## src/rtl/spi_chain_pkg.sv

```systemverilog
package spi_chain_pkg;
  localparam int DATA_W  = 16;
  localparam int LEN_W   = 4;
  localparam int LEN_LSB = DATA_W;
  localparam int EOT_BIT = LEN_LSB + LEN_W;
  localparam int WORD_W  = EOT_BIT + 1;
  localparam int EDGE_W  = LEN_W + 1;

  // strobes from the edge sequencer to the datapath
  typedef struct packed {
    logic load;        // move holding register into shifter
    logic shift;       // advance MOSI to the next bit
    logic sample;      // capture MISO
    logic lastSample;  // this capture completes the frame
  } dpStrobe_t;

  typedef enum logic [1:0] {
    ST_IDLE,
    ST_RUN,
    ST_STALL,
    ST_TAIL
  } xferState_t;
endpackage

```

## src/rtl/spi_chain_datapath.sv

```systemverilog
module spi_chain_datapath
  import spi_chain_pkg::*;
(
  input  logic               clk,
  input  logic               rstN,
  input  logic               txWrite,
  input  logic [WORD_W-1:0]  txWord,
  input  dpStrobe_t          dpc,
  input  logic               miso,
  output logic               holdFull,
  output logic [LEN_W-1:0]   curLen,
  output logic               curEot,
  output logic               mosi,
  output logic [DATA_W-1:0]  rxData,
  output logic               rxValid
);
  localparam logic [LEN_W-1:0] MAX_LEN = LEN_W'(DATA_W - 1);

  logic [WORD_W-1:0] holdWord;
  logic [DATA_W-1:0] shReg;
  logic [DATA_W-1:0] rxShift;

  logic [DATA_W-1:0] holdData;
  logic [LEN_W-1:0]  holdLen;
  logic              holdEot;
  logic [DATA_W-1:0] rxNext;

  assign holdData = holdWord[DATA_W-1:0];
  assign holdLen  = holdWord[LEN_LSB +: LEN_W];
  assign holdEot  = holdWord[EOT_BIT];
  assign rxNext   = {rxShift[DATA_W-2:0], miso};
  assign mosi     = shReg[DATA_W-1];

  // holding register: a write wins over a same-cycle load
  always_ff @(posedge clk or negedge rstN) begin
    if (!rstN) begin
      holdWord <= '0;
      holdFull <= 1'b0;
    end else if (txWrite) begin
      holdWord <= txWord;
      holdFull <= 1'b1;
    end else if (dpc.load) begin
      holdFull <= 1'b0;
    end
  end

  // transmit shifter, MSB aligned to the top bit
  always_ff @(posedge clk or negedge rstN) begin
    if (!rstN) begin
      shReg  <= '0;
      curLen <= '0;
      curEot <= 1'b0;
    end else if (dpc.load) begin
      shReg  <= holdData << (MAX_LEN - holdLen);
      curLen <= holdLen;
      curEot <= holdEot;
    end else if (dpc.shift) begin
      shReg  <= shReg << 1;
    end
  end

  // receive shifter
  always_ff @(posedge clk or negedge rstN) begin
    if (!rstN) begin
      rxShift <= '0;
      rxData  <= '0;
      rxValid <= 1'b0;
    end else begin
      rxValid <= 1'b0;
      if (dpc.load) begin
        rxShift <= '0;
      end else if (dpc.sample) begin
        rxShift <= rxNext;
        if (dpc.lastSample) begin
          rxData  <= rxNext;
          rxValid <= 1'b1;
        end
      end
    end
  end

  assert_load_has_word_R6: assert property (@(posedge clk) disable iff (!rstN)
    dpc.load |-> holdFull);

  assert_rx_single_pulse_R5: assert property (@(posedge clk) disable iff (!rstN)
    rxValid |=> !rxValid);
endmodule

```

## src/rtl/spi_chain_ctrl.sv

```systemverilog
module spi_chain_ctrl
  import spi_chain_pkg::*;
#(
  parameter int DIV_W = 8
) (
  input  logic              clk,
  input  logic              rstN,
  input  logic              enable,
  input  logic              cpha,
  input  logic [DIV_W-1:0]  halfDiv,
  input  logic              abortReq,
  input  logic              holdFull,
  input  logic [LEN_W-1:0]  curLen,
  input  logic              curEot,
  output dpStrobe_t         dpc,
  output logic              sckAct,
  output logic              ssAct,
  output logic              stalled,
  output logic              busy
);
  xferState_t        state, stateNx;
  logic [EDGE_W-1:0] edgeCnt, edgeNx;
  logic [DIV_W-1:0]  divCnt;
  logic              sckNx, ssNx;
  logic              abortPend;
  logic              tick;
  logic [EDGE_W-1:0] lastEdge;
  logic [EDGE_W-1:0] lastSampEdge;

  assign busy         = (state != ST_IDLE);
  assign stalled      = (state == ST_STALL);
  assign tick         = busy && (divCnt == '0);
  assign lastEdge     = {curLen, 1'b1};
  assign lastSampEdge = cpha ? lastEdge : {curLen, 1'b0};

  // half-period divider, held at reload while idle
  always_ff @(posedge clk or negedge rstN) begin
    if (!rstN)                       divCnt <= '0;
    else if (!busy || !enable)       divCnt <= halfDiv;
    else if (divCnt == '0)           divCnt <= halfDiv;
    else                             divCnt <= divCnt - DIV_W'(1);
  end

  always_ff @(posedge clk or negedge rstN) begin
    if (!rstN)                  abortPend <= 1'b0;
    else if (state != ST_STALL) abortPend <= 1'b0;
    else if (abortReq)          abortPend <= 1'b1;
  end

  always_comb begin
    stateNx = state;
    edgeNx  = edgeCnt;
    sckNx   = sckAct;
    ssNx    = ssAct;
    dpc     = '0;
    unique case (state)
      ST_IDLE: begin
        if (enable && holdFull) begin
          stateNx  = ST_RUN;
          ssNx     = 1'b1;
          edgeNx   = '0;
          dpc.load = !cpha;
        end
      end
      ST_RUN: begin
        if (tick) begin
          if (!cpha) begin
            if (!edgeCnt[0]) begin
              sckNx          = 1'b1;
              dpc.sample     = 1'b1;
              dpc.lastSample = (edgeCnt == lastSampEdge);
              edgeNx         = edgeCnt + EDGE_W'(1);
            end else if (edgeCnt != lastEdge) begin
              sckNx     = 1'b0;
              dpc.shift = 1'b1;
              edgeNx    = edgeCnt + EDGE_W'(1);
            end else if (curEot) begin
              sckNx   = 1'b0;
              stateNx = ST_TAIL;
            end else if (holdFull) begin
              sckNx    = 1'b0;
              dpc.load = 1'b1;
              edgeNx   = '0;
            end else begin
              stateNx = ST_STALL;
            end
          end else begin
            if (!edgeCnt[0]) begin
              if (edgeCnt != '0) begin
                sckNx     = 1'b1;
                dpc.shift = 1'b1;
                edgeNx    = edgeCnt + EDGE_W'(1);
              end else if (holdFull) begin
                sckNx    = 1'b1;
                dpc.load = 1'b1;
                edgeNx   = EDGE_W'(1);
              end else begin
                stateNx = ST_STALL;
              end
            end else begin
              sckNx          = 1'b0;
              dpc.sample     = 1'b1;
              dpc.lastSample = (edgeCnt == lastEdge);
              if (edgeCnt == lastEdge) begin
                edgeNx = '0;
                if (curEot) stateNx = ST_TAIL;
              end else begin
                edgeNx = edgeCnt + EDGE_W'(1);
              end
            end
          end
        end
      end
      ST_STALL: begin
        if (tick) begin
          if (abortPend) begin
            sckNx   = 1'b0;
            stateNx = ST_TAIL;
          end else if (holdFull) begin
            stateNx  = ST_RUN;
            dpc.load = 1'b1;
            sckNx    = cpha;
            edgeNx   = cpha ? EDGE_W'(1) : '0;
          end
        end
      end
      ST_TAIL: begin
        if (tick) begin
          ssNx    = 1'b0;
          stateNx = ST_IDLE;
        end
      end
    endcase
    if (!enable) begin
      stateNx = ST_IDLE;
      sckNx   = 1'b0;
      ssNx    = 1'b0;
      dpc     = '0;
    end
  end

  always_ff @(posedge clk or negedge rstN) begin
    if (!rstN) begin
      state   <= ST_IDLE;
      edgeCnt <= '0;
      sckAct  <= 1'b0;
      ssAct   <= 1'b0;
    end else begin
      state   <= stateNx;
      edgeCnt <= edgeNx;
      sckAct  <= sckNx;
      ssAct   <= ssNx;
    end
  end

  assert_stall_holds_active_R8: assert property (@(posedge clk) disable iff (!rstN)
    (stalled && !cpha) |-> sckAct);

  assert_stall_holds_idle_R9: assert property (@(posedge clk) disable iff (!rstN)
    (stalled && cpha) |-> !sckAct);

  assert_stall_keeps_select_R7: assert property (@(posedge clk) disable iff (!rstN)
    stalled |-> ssAct);

  assert_idle_quiet_R1: assert property (@(posedge clk) disable iff (!rstN)
    !busy |-> (!sckAct && !ssAct));

  assert_disable_drops_R12: assert property (@(posedge clk) disable iff (!rstN)
    !enable |=> !busy);
endmodule

```

## src/rtl/spi_chain_master.sv

```systemverilog
module spi_chain_master
  import spi_chain_pkg::*;
#(
  parameter int DIV_W = 8
) (
  input  logic              clk,
  input  logic              rstN,
  input  logic              enable,
  input  logic              cpol,
  input  logic              cpha,
  input  logic [DIV_W-1:0]  halfDiv,
  input  logic              txWrite,
  input  logic [WORD_W-1:0] txWord,
  output logic              txRdy,
  input  logic              abortReq,
  input  logic              miso,
  output logic              sck,
  output logic              mosi,
  output logic              ssN,
  output logic              stalled,
  output logic              busy,
  output logic [DATA_W-1:0] rxData,
  output logic              rxValid
);
  dpStrobe_t        dpc;
  logic             holdFull;
  logic [LEN_W-1:0] curLen;
  logic             curEot;
  logic             sckAct;
  logic             ssAct;

  spi_chain_ctrl #(.DIV_W(DIV_W)) i_ctrl (
    .clk      (clk),
    .rstN     (rstN),
    .enable   (enable),
    .cpha     (cpha),
    .halfDiv  (halfDiv),
    .abortReq (abortReq),
    .holdFull (holdFull),
    .curLen   (curLen),
    .curEot   (curEot),
    .dpc      (dpc),
    .sckAct   (sckAct),
    .ssAct    (ssAct),
    .stalled  (stalled),
    .busy     (busy)
  );

  spi_chain_datapath i_datapath (
    .clk      (clk),
    .rstN     (rstN),
    .txWrite  (txWrite),
    .txWord   (txWord),
    .dpc      (dpc),
    .miso     (miso),
    .holdFull (holdFull),
    .curLen   (curLen),
    .curEot   (curEot),
    .mosi     (mosi),
    .rxData   (rxData),
    .rxValid  (rxValid)
  );

  assign sck   = cpol ^ sckAct;
  assign ssN   = !ssAct;
  assign txRdy = !holdFull;

  assert_sck_only_selected_R11: assert property (@(posedge clk) disable iff (!rstN)
    (enable && $past(enable) && $stable(cpol) && !$stable(sck)) |-> !ssN);
endmodule

```

## config.mk

```make
export PLATFORM = sky130hd
export DESIGN_NAME = spi_chain_master
export DESIGN_NICKNAME = d
export VERILOG_FILES = /design/src/rtl/spi_chain_pkg.sv /design/src/rtl/spi_chain_datapath.sv /design/src/rtl/spi_chain_ctrl.sv /design/src/rtl/spi_chain_master.sv
export SDC_FILE = /design/constraint.sdc
export NUM_CORES = 1
export LEC_CHECK = 0
export BUFFER_PORTS_ARGS = -buffer_cell sky130_fd_sc_hd__buf_2
export CAP_MARGIN = 5
export CORE_UTILIZATION = 59
export DETAILED_ROUTE_END_ITERATION = 8
export GPL_ROUTABILITY_DRIVEN = 0
export HOLD_SLACK_MARGIN = 0.05
export PLACE_DENSITY = 0.86
export REMOVE_ABC_BUFFERS = 1
export SYNTH_ARGS = -nofsm -noshare
export SYNTH_HDL_FRONTEND = slang
export SYNTH_HIERARCHICAL = 1
export SYNTH_SLANG_ARGS = --single-unit
```

## constraint.sdc

```tcl
create_clock -name clk -period 3.1 [get_ports clk]
set_input_delay 0 -clock clk [delete_from_list [all_inputs] [get_ports clk]]
set_output_delay 0 -clock clk [all_outputs]
set_load 0.03 [all_outputs]
```

==> results.md <==
* Status: finished clean
* Share of cells above drive strength 1 at 29.1%
* Synth Cell Area at 5050 sq um
* Final Power at 3.64 mW
* Syn avg cell area at 11.3 sq um
* Die Width at 94.6 um
* Post-synth EDFFs at 0
* Final period util at 91.7%
* Clock transition at path regs at 0.09 ns
* CTS tree: yes
* Initial antenna violation count at 0
* Diode count at 0
* Final WS setup at 0.258 ns
* Clk_lat worst skew at 0.36 ns
* Total wire length at 10600 um
* Design area at 5940 sq um
* Starting DRT DRC Count at 290
* Final Hold Viols at 0
* Num CTS Buffers at 9
* Via-to-Cell Ratio at 5.92
* Slew @ Worst Pin at 0.928 ns
* Critical path launch point type: flop
* Nets@finish at 579
* Asr flop ratio synth at 100%
* Dpl hpwl at 7130 um
* Top_reg_cell synth: dfrtp_1
* Die H at 94.6 um
* Max Cap Viol at 0
* Total global routing overflow at 0
* Kind of critical path: flop to flop
* Crit-path max FO at 17
* Area grow syn2layout at 17.6%
* Remaining DRCs at 0
* Slew headroom at 38.1%
* CTS Root Cell: clkbuf_8
* Vias post-DR at 3813
* Hold Crit Class: input port to flop
* Std-Cell Rows at 33
* Post-Layout Cell Count at 644
* Worst path required time at 3.34 ns
* Clock skew at 0.0148 ns
* DP Cell Count at 595
* Iteration count of the initial detailed-routing pass at 5
* Peak Freq at 352 MHz
* Setup crit end kind: flop
* YS warnings at 6
* Initial Utilization at 61.2%
* WP data arrival at 3.09 ns
* Pre-CTS setup slack at 0.272 ns
* Fin. max-slew vios at 0
* Netlist cell types at 65
* GR Util All Layers at 25.4%
* Worst vdd ir at 0.295 mV
* Core area at 8260 sq um
* FF+latch area at 2330 sq um
* Final min period at 2.84 ns
* Fillers at 587
* Yosys reg bits at 93
* Pwr per Cell Area at 612 nW/um^2
* Die area at 8940 sq um
* Area occupied by multi-input gates at 2490 sq um
* CTS Buffer Depth at 2
* IO buf count at 59
* Avg WL per Cell at 16.5 um
* Final setup vio count at 0
* Vias in the first global route at 3816
* Post-Place Cell Area at 5410 sq um
* First-pass GRT wire length at 17700 um
* Register area share after synthesis at 46.1%
* RSZ-0062 raised after global routing: false
* DRT antenna net count at 0
* Setup Buffers After CTS at 0
* I/O Pins at 60
* H-tree depth at 3
* Largest net degree at the start of global routing at 76
* Leakage at 2.74 nW
* Sink Count at 93
* Synth Instances at 447
[synthesized netlist by cell type (all sizes together) (3+ instances only)]
library cell	instances	area [sq um]
a211oi	3	27.5
a21boi	4	30.0
a21oi	16	80.1
a31oi	4	25.0
and2	5	31.3
buf	19	129
clkbuf	8	30.0
dfrtp	93	2330
ha	8	100
inv	21	78.8
mux2	50	567
mux2i	38	380
mux4	8	191
nand2	23	86.3
nand2b	4	25.0
nand3	11	60.1
nor2	42	165
nor2b	7	43.8
nor3	3	15.0
nor4	4	55.1
o21a	3	22.5
o21ai	16	83.8
o22ai	11	68.8
o31ai	6	45.0
o41ai	3	33.8
xnor2	3	26.3
xor2	7	61.3
[flip-flops by register name (all words and copies together) (netlist names), 2 cells and up]
name,count
i_datapath/curLen,4
i_ctrl/edgeCnt,5
i_ctrl/divCnt,8
i_datapath/rxShift,15
i_datapath/holdWord,21
i_datapath/rxData,16
i_datapath/shReg,16
i_ctrl/state,2
[final cells by class]
cell class / count / share of cell area (%)
multi-input combinational: 306 / 42.0
timing repair buffer: 103 / 12.0
tap: 105 / 2.21
inverter: 21 / 1.33
clock inverter: 7 / 1.24
sequential: 93 / 39.2
clock buffer: 9 / 2.09
[logic make-up after synthesis]
group,synth area share (%)
AO/OA/AOI/OAI,11.3
buffers and inverters,4.70
multiplexers,22.5
XOR/XNOR,1.73
adder cells (fa/ha/maj),1.98
flip-flops,46.1
AND/OR/NAND/NOR,11.7
[critical path, stage by stage (launching register included)]
cell	delay [ns]
dfrtp_1	0.45
inv_1	0.09
ha_1	0.15
or4b_4	0.50
nor2_4	0.18
a32o_1	0.14
o21ai_1	0.09
a21oi_2	0.30
inv_1	0.11
nand3_2	0.32
mux2_2	0.39
[per-stage QoR]
stage	hold WS, ns	utilization [%]	TNS, ns
floorplan	-0.296	-	-48.06
global placement	0.185	65.5	0
detailed placement	0.201	65.5	0
CTS	0.159	71.9	0
global route	0.178	71.9	0
finish	0.168	71.9	0
[placed cells by master, fill, tap and decap left out, types with 15 or more instances in the layout]
cell            n
dfrtp_1        93
a21oi_1        15
buf_2          58
dlygate4sd3_1  33
nor2_1         41
nand2_1        23
inv_1          21
mux2_2         48
mux2i_1        38
[path summary, 6_finish.rpt]
kind	from	end	slack, ns	depth (start not counted)
worst max-delay path	i_ctrl/edgeCnt[1]	i_datapath/rxData[12]	0.26	10
worst min-delay path	txWrite	i_datapath/holdFull	0.17	2
worst max register to register	i_ctrl/edgeCnt[1]	i_datapath/rxData[12]	0.26	10
worst min register to register	i_datapath/rxData[3]	i_datapath/rxData[3]	0.51	1
max in group asynchronous	rstN	i_datapath/holdWord[3]	1.97	3
min in group asynchronous	rstN	i_datapath/rxData[11]	0.32	2
[power breakdown]
part,internal [mW],leakage [nW],switching (mW)
Clock,0.376,0.0996,0.436
Sequential,1.42,1.19,0.205
Combinational,0.547,1.45,0.651
Total,2.34,2.74,1.29
[routing by layer]
metal,track usage (%),up-vias,part of all wire (%)
met5,0,-,0
met2,43.3,144,51
met1,32.6,1866,43
met4,9.09,0,1.6
li1,-,1784,-
met3,4.35,19,4.5
[timing repair]
item | 4_1_cts | 5_1_grt
gates resized for setup | 0 | 1
hold buffers | 33 | 0
hold endpoints to repair | 109 | 0
endpoints found under the setup margin | 0 | 20
(Power assumes the default switching activity.)
